`src/rtl/clkmon_pkg.sv`:
```
package clkmon_pkg;
    typedef enum logic [1:0] {
        ST_IDLE   = 2'd0,
        ST_GUARD  = 2'd1,
        ST_WATCH  = 2'd2,
        ST_FAILED = 2'd3
    } mon_state_e;
endpackage

```
`src/rtl/clkmon_edge_sync.sv`:
```
module clkmon_edge_sync #(
    parameter int unsigned STAGES = 2
) (
    input  logic clk,
    input  logic rst_n,
    input  logic async_in,
    output logic rise
);
    logic [STAGES-1:0] chain_q;
    logic              prev_q;

    // Synchronizer stages followed by one flop for edge detection.
    always_ff @(posedge clk or negedge rst_n) begin
        if (!rst_n) begin
            chain_q <= '0;
            prev_q  <= 1'b0;
        end else begin
            chain_q <= {chain_q[STAGES-2:0], async_in};
            prev_q  <= chain_q[STAGES-1];
        end
    end

    assign rise = chain_q[STAGES-1] & ~prev_q;
endmodule

```
`src/rtl/clkmon_guard_timer.sv`:
```
module clkmon_guard_timer #(
    parameter int unsigned GUARD_CYCLES = 8
) (
    input  logic clk,
    input  logic rst_n,
    input  logic restart,
    output logic done
);
    localparam int unsigned CW = $clog2(GUARD_CYCLES + 1);
    localparam logic [CW-1:0] LAST = CW'(GUARD_CYCLES - 1);

    logic [CW-1:0] cnt_q;

    always_ff @(posedge clk or negedge rst_n) begin
        if (!rst_n) begin
            cnt_q <= '0;
        end else if (restart) begin
            cnt_q <= '0;
        end else if (cnt_q != LAST) begin
            cnt_q <= cnt_q + CW'(1);
        end
    end

    assign done = !restart && (cnt_q == LAST);
endmodule

```
`src/rtl/clkmon_miss_counter.sv`:
```
module clkmon_miss_counter #(
    parameter int unsigned MISS_LIMIT = 4
) (
    input  logic clk,
    input  logic rst_n,
    input  logic restart,
    input  logic edge_seen,
    output logic expire
);
    localparam int unsigned CW = $clog2(MISS_LIMIT + 1);
    localparam logic [CW-1:0] LAST = CW'(MISS_LIMIT - 1);

    logic [CW-1:0] cnt_q;

    always_ff @(posedge clk or negedge rst_n) begin
        if (!rst_n) begin
            cnt_q <= '0;
        end else if (restart || edge_seen) begin
            cnt_q <= '0;
        end else if (cnt_q != LAST) begin
            cnt_q <= cnt_q + CW'(1);
        end
    end

    assign expire = !restart && !edge_seen && (cnt_q == LAST);
endmodule

```
`src/rtl/clkmon_failsafe.sv`:
```
module clkmon_failsafe
    import clkmon_pkg::*;
#(
    parameter int unsigned SEL_W        = 3,
    parameter int unsigned MISS_LIMIT   = 4,
    parameter int unsigned GUARD_CYCLES = 8,
    parameter int unsigned SYNC_STAGES  = 2,
    parameter logic [SEL_W-1:0] RESET_SRC    = 3'd2,
    parameter logic [SEL_W-1:0] FALLBACK_SRC = 3'd0
) (
    input  logic             ref_clk,
    input  logic             rst_n,
    input  logic             mon_clk,
    input  logic             watch_en,
    input  logic             seq_start,
    input  logic             src_slow,
    input  logic             sw_req,
    input  logic [SEL_W-1:0] sw_target,
    input  logic             sw_clear,
    output logic [SEL_W-1:0] clk_sel,
    output logic             fail_flag,
    output logic             trap_req
);
    mon_state_e state_q, state_d;

    logic mon_rise;
    logic guard_restart, guard_done;
    logic miss_restart, miss_expire;
    logic sw_accept, fail_hit;

    clkmon_edge_sync #(.STAGES(SYNC_STAGES)) u_sync (
        .clk      (ref_clk),
        .rst_n    (rst_n),
        .async_in (mon_clk),
        .rise     (mon_rise)
    );

    assign guard_restart = (state_q != ST_GUARD) || sw_req || !watch_en;

    clkmon_guard_timer #(.GUARD_CYCLES(GUARD_CYCLES)) u_guard (
        .clk     (ref_clk),
        .rst_n   (rst_n),
        .restart (guard_restart),
        .done    (guard_done)
    );

    assign miss_restart = (state_q != ST_WATCH) || sw_req || !watch_en;

    clkmon_miss_counter #(.MISS_LIMIT(MISS_LIMIT)) u_miss (
        .clk       (ref_clk),
        .rst_n     (rst_n),
        .restart   (miss_restart),
        .edge_seen (mon_rise),
        .expire    (miss_expire)
    );

    // Switches are refused only while an enabled monitor holds a failure.
    assign sw_accept = sw_req && !(watch_en && (state_q == ST_FAILED));
    assign fail_hit  = watch_en && (state_q == ST_WATCH) && miss_expire;

    // Next-state logic.
    always_comb begin
        state_d = state_q;
        if (!watch_en) begin
            state_d = ST_IDLE;
        end else begin
            unique case (state_q)
                ST_IDLE: begin
                    if (seq_start) state_d = src_slow ? ST_GUARD : ST_WATCH;
                end
                ST_GUARD: begin
                    if (sw_req)          state_d = src_slow ? ST_GUARD : ST_WATCH;
                    else if (guard_done) state_d = ST_WATCH;
                end
                ST_WATCH: begin
                    if (sw_req)           state_d = src_slow ? ST_GUARD : ST_WATCH;
                    else if (miss_expire) state_d = ST_FAILED;
                end
                ST_FAILED: begin
                    if (sw_clear) state_d = ST_WATCH;
                end
            endcase
        end
    end

    // State register.
    always_ff @(posedge ref_clk or negedge rst_n) begin
        if (!rst_n) state_q <= ST_IDLE;
        else        state_q <= state_d;
    end

    // Output registers.
    always_ff @(posedge ref_clk or negedge rst_n) begin
        if (!rst_n) begin
            clk_sel   <= RESET_SRC;
            fail_flag <= 1'b0;
            trap_req  <= 1'b0;
        end else if (fail_hit) begin
            clk_sel   <= FALLBACK_SRC;
            fail_flag <= 1'b1;
            trap_req  <= 1'b1;
        end else begin
            if (sw_accept) clk_sel <= sw_target;
            if (sw_clear) begin
                fail_flag <= 1'b0;
                trap_req  <= 1'b0;
            end
            if (!watch_en) trap_req <= 1'b0;
        end
    end

    // no failure can be declared from IDLE.
    a_r2_idle_quiet: assert property (@(posedge ref_clk) disable iff (!rst_n)
        (state_q == ST_IDLE) |=> !$rose(trap_req));

    // no failure can be declared while the settle interval runs.
    a_r3_guard_quiet: assert property (@(posedge ref_clk) disable iff (!rst_n)
        (state_q == ST_GUARD) |=> !$rose(trap_req));

    a_r4_fail_selects_fallback: assert property (@(posedge ref_clk) disable iff (!rst_n)
        $rose(trap_req) |-> (clk_sel == FALLBACK_SRC) && fail_flag);

    a_r5_flag_sticky: assert property (@(posedge ref_clk) disable iff (!rst_n)
        (fail_flag && !sw_clear) |=> fail_flag);

    a_r5_trap_needs_flag: assert property (@(posedge ref_clk) disable iff (!rst_n)
        trap_req |-> fail_flag);

    a_r6_refuse_switch: assert property (@(posedge ref_clk) disable iff (!rst_n)
        (trap_req && watch_en && sw_req) |=> $stable(clk_sel));

    a_r8_no_trap_disabled: assert property (@(posedge ref_clk) disable iff (!rst_n)
        !watch_en |=> !trap_req);

    a_r8_sel_hold_disabled: assert property (@(posedge ref_clk) disable iff (!rst_n)
        (!watch_en && !sw_req) |=> $stable(clk_sel));
endmodule

```
`config.mk`:
```
export PLATFORM = sky130hd
export DESIGN_NAME = clkmon_failsafe
export DESIGN_NICKNAME = d
export VERILOG_FILES = /design/src/rtl/clkmon_pkg.sv /design/src/rtl/clkmon_edge_sync.sv /design/src/rtl/clkmon_guard_timer.sv /design/src/rtl/clkmon_miss_counter.sv /design/src/rtl/clkmon_failsafe.sv
export SDC_FILE = /design/constraint.sdc
export NUM_CORES = 1
export LEC_CHECK = 0
export ABC_AREA = 1
export BUFFER_PORTS_ARGS = -buffer_cell sky130_fd_sc_hd__clkbuf_2
export CAP_MARGIN = 10
export CORE_AREA = 2 2 44 46
export CTS_CLUSTER_SIZE = 24
export DETAILED_ROUTE_END_ITERATION = 6
export DIE_AREA = 0 0 46 48
export PLACE_DENSITY_LB_ADDON = 0.05
export SETUP_SLACK_MARGIN = 0.4
export SYNTH_ARGS = -nofsm -noshare
export SYNTH_HDL_FRONTEND = slang
export SYNTH_SLANG_ARGS = --single-unit
```
`constraint.sdc`:
```
create_clock -name ref_clk -period 1.55 [get_ports ref_clk]
set_input_delay 0.2325 -clock ref_clk [delete_from_list [all_inputs] [get_ports ref_clk]]
set_output_delay 0.2325 -clock ref_clk [all_outputs]
set_load 0.02 [all_outputs]
```
=== Word level (Yosys, flattened, before mapping) ===
Index checks and enable logic that the tools add are counted.

* Register bits: 17
* Input port bits: 11
* Output and inout port bits: 5
* Word-level logic and storage cells: 68

* $add $sub $neg: 2
* Equal/unequal tests: 14
* Mux-type cells: 19
* Bitwise operators: 2
* Reductions and logical operators: 23

{| class="wikitable"
|+ Operator list
! cell !! number
|-
| 2-bit two-way mux || 8
|-
| 3-bit two-way mux || 4
|-
| 4-bit two-way mux || 2
|-
| 4-bit != test (second input constant) || 2
|-
| 2-bit case mux with 4 select lines || 1
|-
| 2-bit nonzero test || 4
|-
| 1-bit logical AND || 7
|-
| 3-bit != test (second input constant) || 2
|-
| 1-bit zero test || 5
|-
| 1-bit logical OR || 5
|-
| 4-bit by 1-bit adder with 4-bit output (second input constant) || 1
|-
| 2-bit equality test (second input constant) || 2
|-
| 4-bit by 3-bit equality test with 1-bit output (second input constant) || 1
|-
| 1-bit two-way mux || 4
|-
| 4-bit by 3-bit != test with 1-bit output (second input constant) || 1
|-
| 4-bit AND reduction || 1
|-
| 3-bit by 1-bit adder with 3-bit output (second input constant) || 1
|-
| 3-bit by 2-bit equality test with 1-bit output (second input constant) || 1
|-
| 3-bit by 1-bit != test with 1-bit output (second input constant) || 1
|-
| 3-bit by 2-bit != test with 1-bit output (second input constant) || 1
|-
| 2-bit by 1-bit equality test with 1-bit output (second input constant) || 1
|-
| 2-bit zero test || 1
|-
| 2-bit by 1-bit != test with 1-bit output (second input constant) || 1
|-
| 2-bit != test (second input constant) || 1
|-
| 2 further kinds || 2
|}

=== Longest topological paths before layout ===
* Depth after elaboration: 10
* Mapped depth: 8
* Gate-level depth less buffers: 8

=== By module ===
Synthesis repeated with hierarchy kept, for this count alone.

* Cell total of the unflattened synthesis: 129
* Area total of the unflattened synthesis: 945.9 sq um

{| class="wikitable"
|+ Modules (own cells, without submodules)
! module !! times used !! cells each !! area an instance (sq um) !! sequential area each (sq um)
|-
| clkmon_failsafe || 1 || 74 || 469.2 || 176.4
|-
| clkmon_guard_timer || 1 || 28 || 211.5 || 100.1
|-
| clkmon_miss_counter || 1 || 22 || 180.2 || 75.1
|-
| clkmon_edge_sync || 1 || 5 || 85.1 || 75.1
|}

=== Worst setup path before layout ===
OpenSTA, ideal clock, no wires.

* Path kind: reg2reg
* Start point: register u_miss.cnt_q[0]
* End point: register state_q[0]
* Setup time: 0.121 ns
* Arrival time: 1.232 ns
* Required time: 1.429 ns
* Slack: 0.197 ns
* Stages on the path, launching flop included: 8
* Path buffers: 1
* Period minus slack after synthesis: 1.353 ns
* Path through: dfrtp_1 -> ha_1 -> ha_1 -> clkbuf_1 -> a21oi_2 -> nor2_1 -> nand2_1 -> nand2_1

* Cells in the longest elaborated chain, start to end: 4

{| class="wikitable"
|+ RTL lines
! what !! RTL line !! RTL
|-
| start, declared || clkmon_miss_counter.sv:13 || <nowiki>logic [CW-1:0] cnt_q;</nowiki>
|-
| start signal, assigned || clkmon_miss_counter.sv:21 || <nowiki>cnt_q <= cnt_q + CW'(1);</nowiki>
|-
| 3-bit by 2-bit equality test with 1-bit output || clkmon_miss_counter.sv:25 || <nowiki>assign expire = !restart && !edge_seen && (cnt_q == LAST);</nowiki>
|-
| 1-bit logical AND || clkmon_miss_counter.sv:25 ||
|-
| 4-bit != test (no source line) || n/a ||
|-
| 4-bit AND reduction (no source line) || n/a ||
|-
| end signal, assigned || clkmon_failsafe.sv:89 || <nowiki>else state_q <= state_d;</nowiki>
|-
| end, declared || clkmon_failsafe.sv:24 || <nowiki>mon_state_e state_q, state_d;</nowiki>
|}

Every way passes these cells.
A chain may end at the register's enable or synchronous reset.

=== Worst setup path after layout ===
* Start point: register clk_sel[1]
* End point: output clk_sel[1]

{| class="wikitable"
|+ RTL lines
! what !! RTL line !! RTL
|-
| start, declared || clkmon_failsafe.sv:20 || <nowiki>output logic [SEL_W-1:0] clk_sel,</nowiki>
|-
| start signal, assigned || clkmon_failsafe.sv:103 || <nowiki>if (sw_accept) clk_sel <= sw_target;</nowiki>
|}

No word-level cell between the ends.

==> flow_metrics.py <==
metrics = {
    "critical_path": {
        "critPathLaunchType": "flop",
        "cp_slowest_cell": "dfstp_2",
        "crit_arrival_ns": 0.96,
        "critPathMaxStageDelay_ns": 0.56,
        "cp_max_fo": 2,
        "path_buf_inv": 1,
        "crit_type": "flop to output port",
        "path_delay_family": "flip-flops",
        "path_cells": "buf_8",
        "crit_required_ns": 1.32,
        "crit_path_end_kind": "output port",
    },
    "pwr": {
        "p_clk_frac": 0.254,
        "p_int_uw": 647,
        "switching_share": 0.293,
        "power_frac_comb": 0.200,
        "p_leak_nw": 0.573,
        "p_total_uw": 915,
        "p_per_area_nw_per_um2": 841,
        "pwr-share-seq": 0.546,
        "power_switching_uw": 268,
        "ir_worst_vdd_mv": 0.466,
    },
    "placed_design": {
        "portBuffers": 15,
        "pre_cts_slack_ns": 0.296,
        "dp.final_hpwl_um": 1090,
        "gp_congestion": 0.850,
    },
    "timing": {
        "maxSlewViolCount": 0,
        "period_minus_slack_ns": 1.19,
        "setup-tns-final_ns": 0,
        "fmax_ghz": 0.841,
        "skew_ns": 0.00783,
        "hold_viol_final": 0,
        "setup_slack_ns": 0.361,
        "period_share": 0.767,
        "setup_violations": 0,
        "max-slew-margin-rel": 0.723,
        "rsz0062_at_grt": "true",
        "worst_pin_slew_ns": 0.415,
    },
    "global_route": {
        "grt_max_degree": 18,
        "grt_overflow": 0,
        "grt_util_all_layers": 0.150,
        "grt_pass1_vias": 567,
        "antenna_found_initial": 0,
        "grt_pass1_wl_um": 2260,
    },
    "yosys": {
        "synth-compound-area-share": 0.0913,
        "ys_seq_area_frac": 0.494,
        "synth.area.mux_share": 0.0116,
        "synth_area_leaders": "dfrtp_1 46%, nand2_1 9.6%, inv_1 6.1%, ha_1 4.3%, nor2_1 4.3%",
        "yosys.area_share.simple": 0.252,
        "syn-num-nets": 115,
        "avgSynthCellArea_um2": 8.55,
        "synth_top_family_by_area": "simple AND/OR/NAND/NOR gates",
        "syn_inst": 101,
        "yosys.area_share.adder": 0.0435,
        "synth_top_cell_area_share": 0.464,
        "ys_ff_latch": 17,
        "synthXorXnorAreaFrac": 0.0203,
        "syn-cell-area_um2": 863,
        "yosys.area.top_type": "dfrtp_1",
        "yosysWarnings": 0,
        "ys_types": 25,
    },
    "detailed_routing": {
        "vias": 702,
        "wl_per_cell_um": 11.2,
        "first_pass_iters": 4,
        "wl_met2_um": 833,
        "drtIter0Drc": 6,
        "wl_met3_um": 55,
        "top_layer": "met4",
        "drt-total-wl_um": 1600,
        "viasPerCell": 4.91,
        "drc": 0,
        "antenna_left": 0,
        "wl_met1_um": 697,
    },
    "cells_and_area": {
        "utilization": 0.644,
        "nets": 141,
        "layout_commonest_cell": "nand2_1",
        "num_antenna_cells": 0,
        "final_cell_mix": "22 x nand2_1, 16 x dfrtp_1, 14 x inv_1, 14 x clkbuf_2, 9 x nor2_1",
        "n_fill_cell": 148,
        "drive_above_1_share": 0.373,
        "area_growth_pct": 26.1,
    },
    "floorplan": {
        "ios": 16,
        "die_y_um": 48,
        "dieWidth_um": 46,
        "rows": 15,
        "start_util": 0.511,
        "die-area_um2": 2210,
        "coreArea_um2": 1690,
    },
    "clock_network": {
        "ctsHtreeMaxLevel": 1,
        "cts-root-buf": "clkbuf_4",
        "clkSinkCount": 17,
        "cts_tree": "done",
        "clockBufferDepth": 2,
        "path_clk_slew_ns": 0.10,
        "insertion_delay_ns": 0.28,
        "numCtsBuffers": 3,
    },
    "worst_hold_path": {
        "hp-class": "input port to flop",
    },
    "run_status": {
        "outcome": "finished clean",
    },
    "job": {
        "cap_violations": 0,
    },
}
==> cell usage after synthesis, drive strengths merged <==
master,n
nand2,24
inv,19
dfrtp,16
nor2,14
nand3,6
o21ai,5
a21oi,3
ha,3
nand3b,2
xor2,2
a31oi,1
clkbuf,1
dfstp,1
mux2i,1
o211ai,1
o21bai,1
o22ai,1
==> cell families (layout without fill, tap and decap cells) <==
kind of cell               count (synthesis)  in the layout
and+or+nand+nor                           46             46
buffers and inverters                     20             45
DFF                                       17             17
AOI/OAI and AO/OA                         12             12
adders and majority gates                  3              3
xor gates and xnor gates                   2              2
muxes                                      1              1
==> what timing repair did <==
action | CTS | global route
gates resized for setup | 3 | 6
hold buffers | 1 | 0
pin swaps | 0 | 3
hold endpoints to repair | 16 | 0
buffers inserted | 4 | 2
setup endpoints to repair | 7 | 14
==> cell type report <==
type | instances | area [um2] | area share
Sequential cell | 17 | 427 | 0.392
Tap cell | 17 | 21.3 | 0.0195
Clock buffer | 4 | 26.3 | 0.0241
Multi-Input combinational cell | 64 | 403 | 0.370
Timing Repair Buffer | 22 | 140 | 0.129
Inverter | 19 | 71.3 | 0.0655
==> routing by layer <==
metal | up-vias | track usage
met5 | - | 0
met2 | 15 | 0.258
met4 | 0 | 0.0686
met3 | 2 | 0.0340
li1 | 364 | -
met1 | 321 | 0.177
==> flip-flops by register name, summed over array words and instances, names as in the netlist <==
register        flops
u_miss.cnt_q        3
u_sync.prev_q       1
u_sync.chain_q      2
trap_req            1
fail_flag           1
clk_sel             3
u_guard.cnt_q       4
state_q             2
==> path summary, 6_finish.rpt <==
kind | from | endpoint | slack (ns) | depth (start not counted)
max | clk_sel[1] | clk_sel[1] | 0.36 | 1
min | mon_clk | u_sync.chain_q[0] | 0.05 | 1
max reg2reg | u_miss.cnt_q[0] | state_q[1] | 0.36 | 7
min reg2reg | u_sync.chain_q[0] | u_sync.chain_q[1] | 0.36 | 0
max in group asynchronous | rst_n | clk_sel[1] | 0.83 | 2
min in group asynchronous | rst_n | state_q[1] | 0.40 | 2
==> through the flow <==
stage / instances / hold WS (ns) / cell area (um2)
after CTS: 141 / 0.0448 / 1050
after detailed placement: 132 / 0.187 / 968
final: 143 / 0.0544 / 1090
after global placement: 132 / 0.183 / 968
after global routing: 143 / 0.0416 / 1090
after floorplan: 101 / -0.0631 / 886
==> power by group through the flow <==
stage               combinational, mW  clock (mW)  sequential [mW]
floorplan                       0.103           0            0.515
global placement                0.163           0            0.506
detailed placement              0.164           0            0.506
CTS                             0.179       0.244            0.498
global route                    0.209       0.260            0.503
finish                          0.183       0.233            0.499
Power figures use the tool's default switching activity.
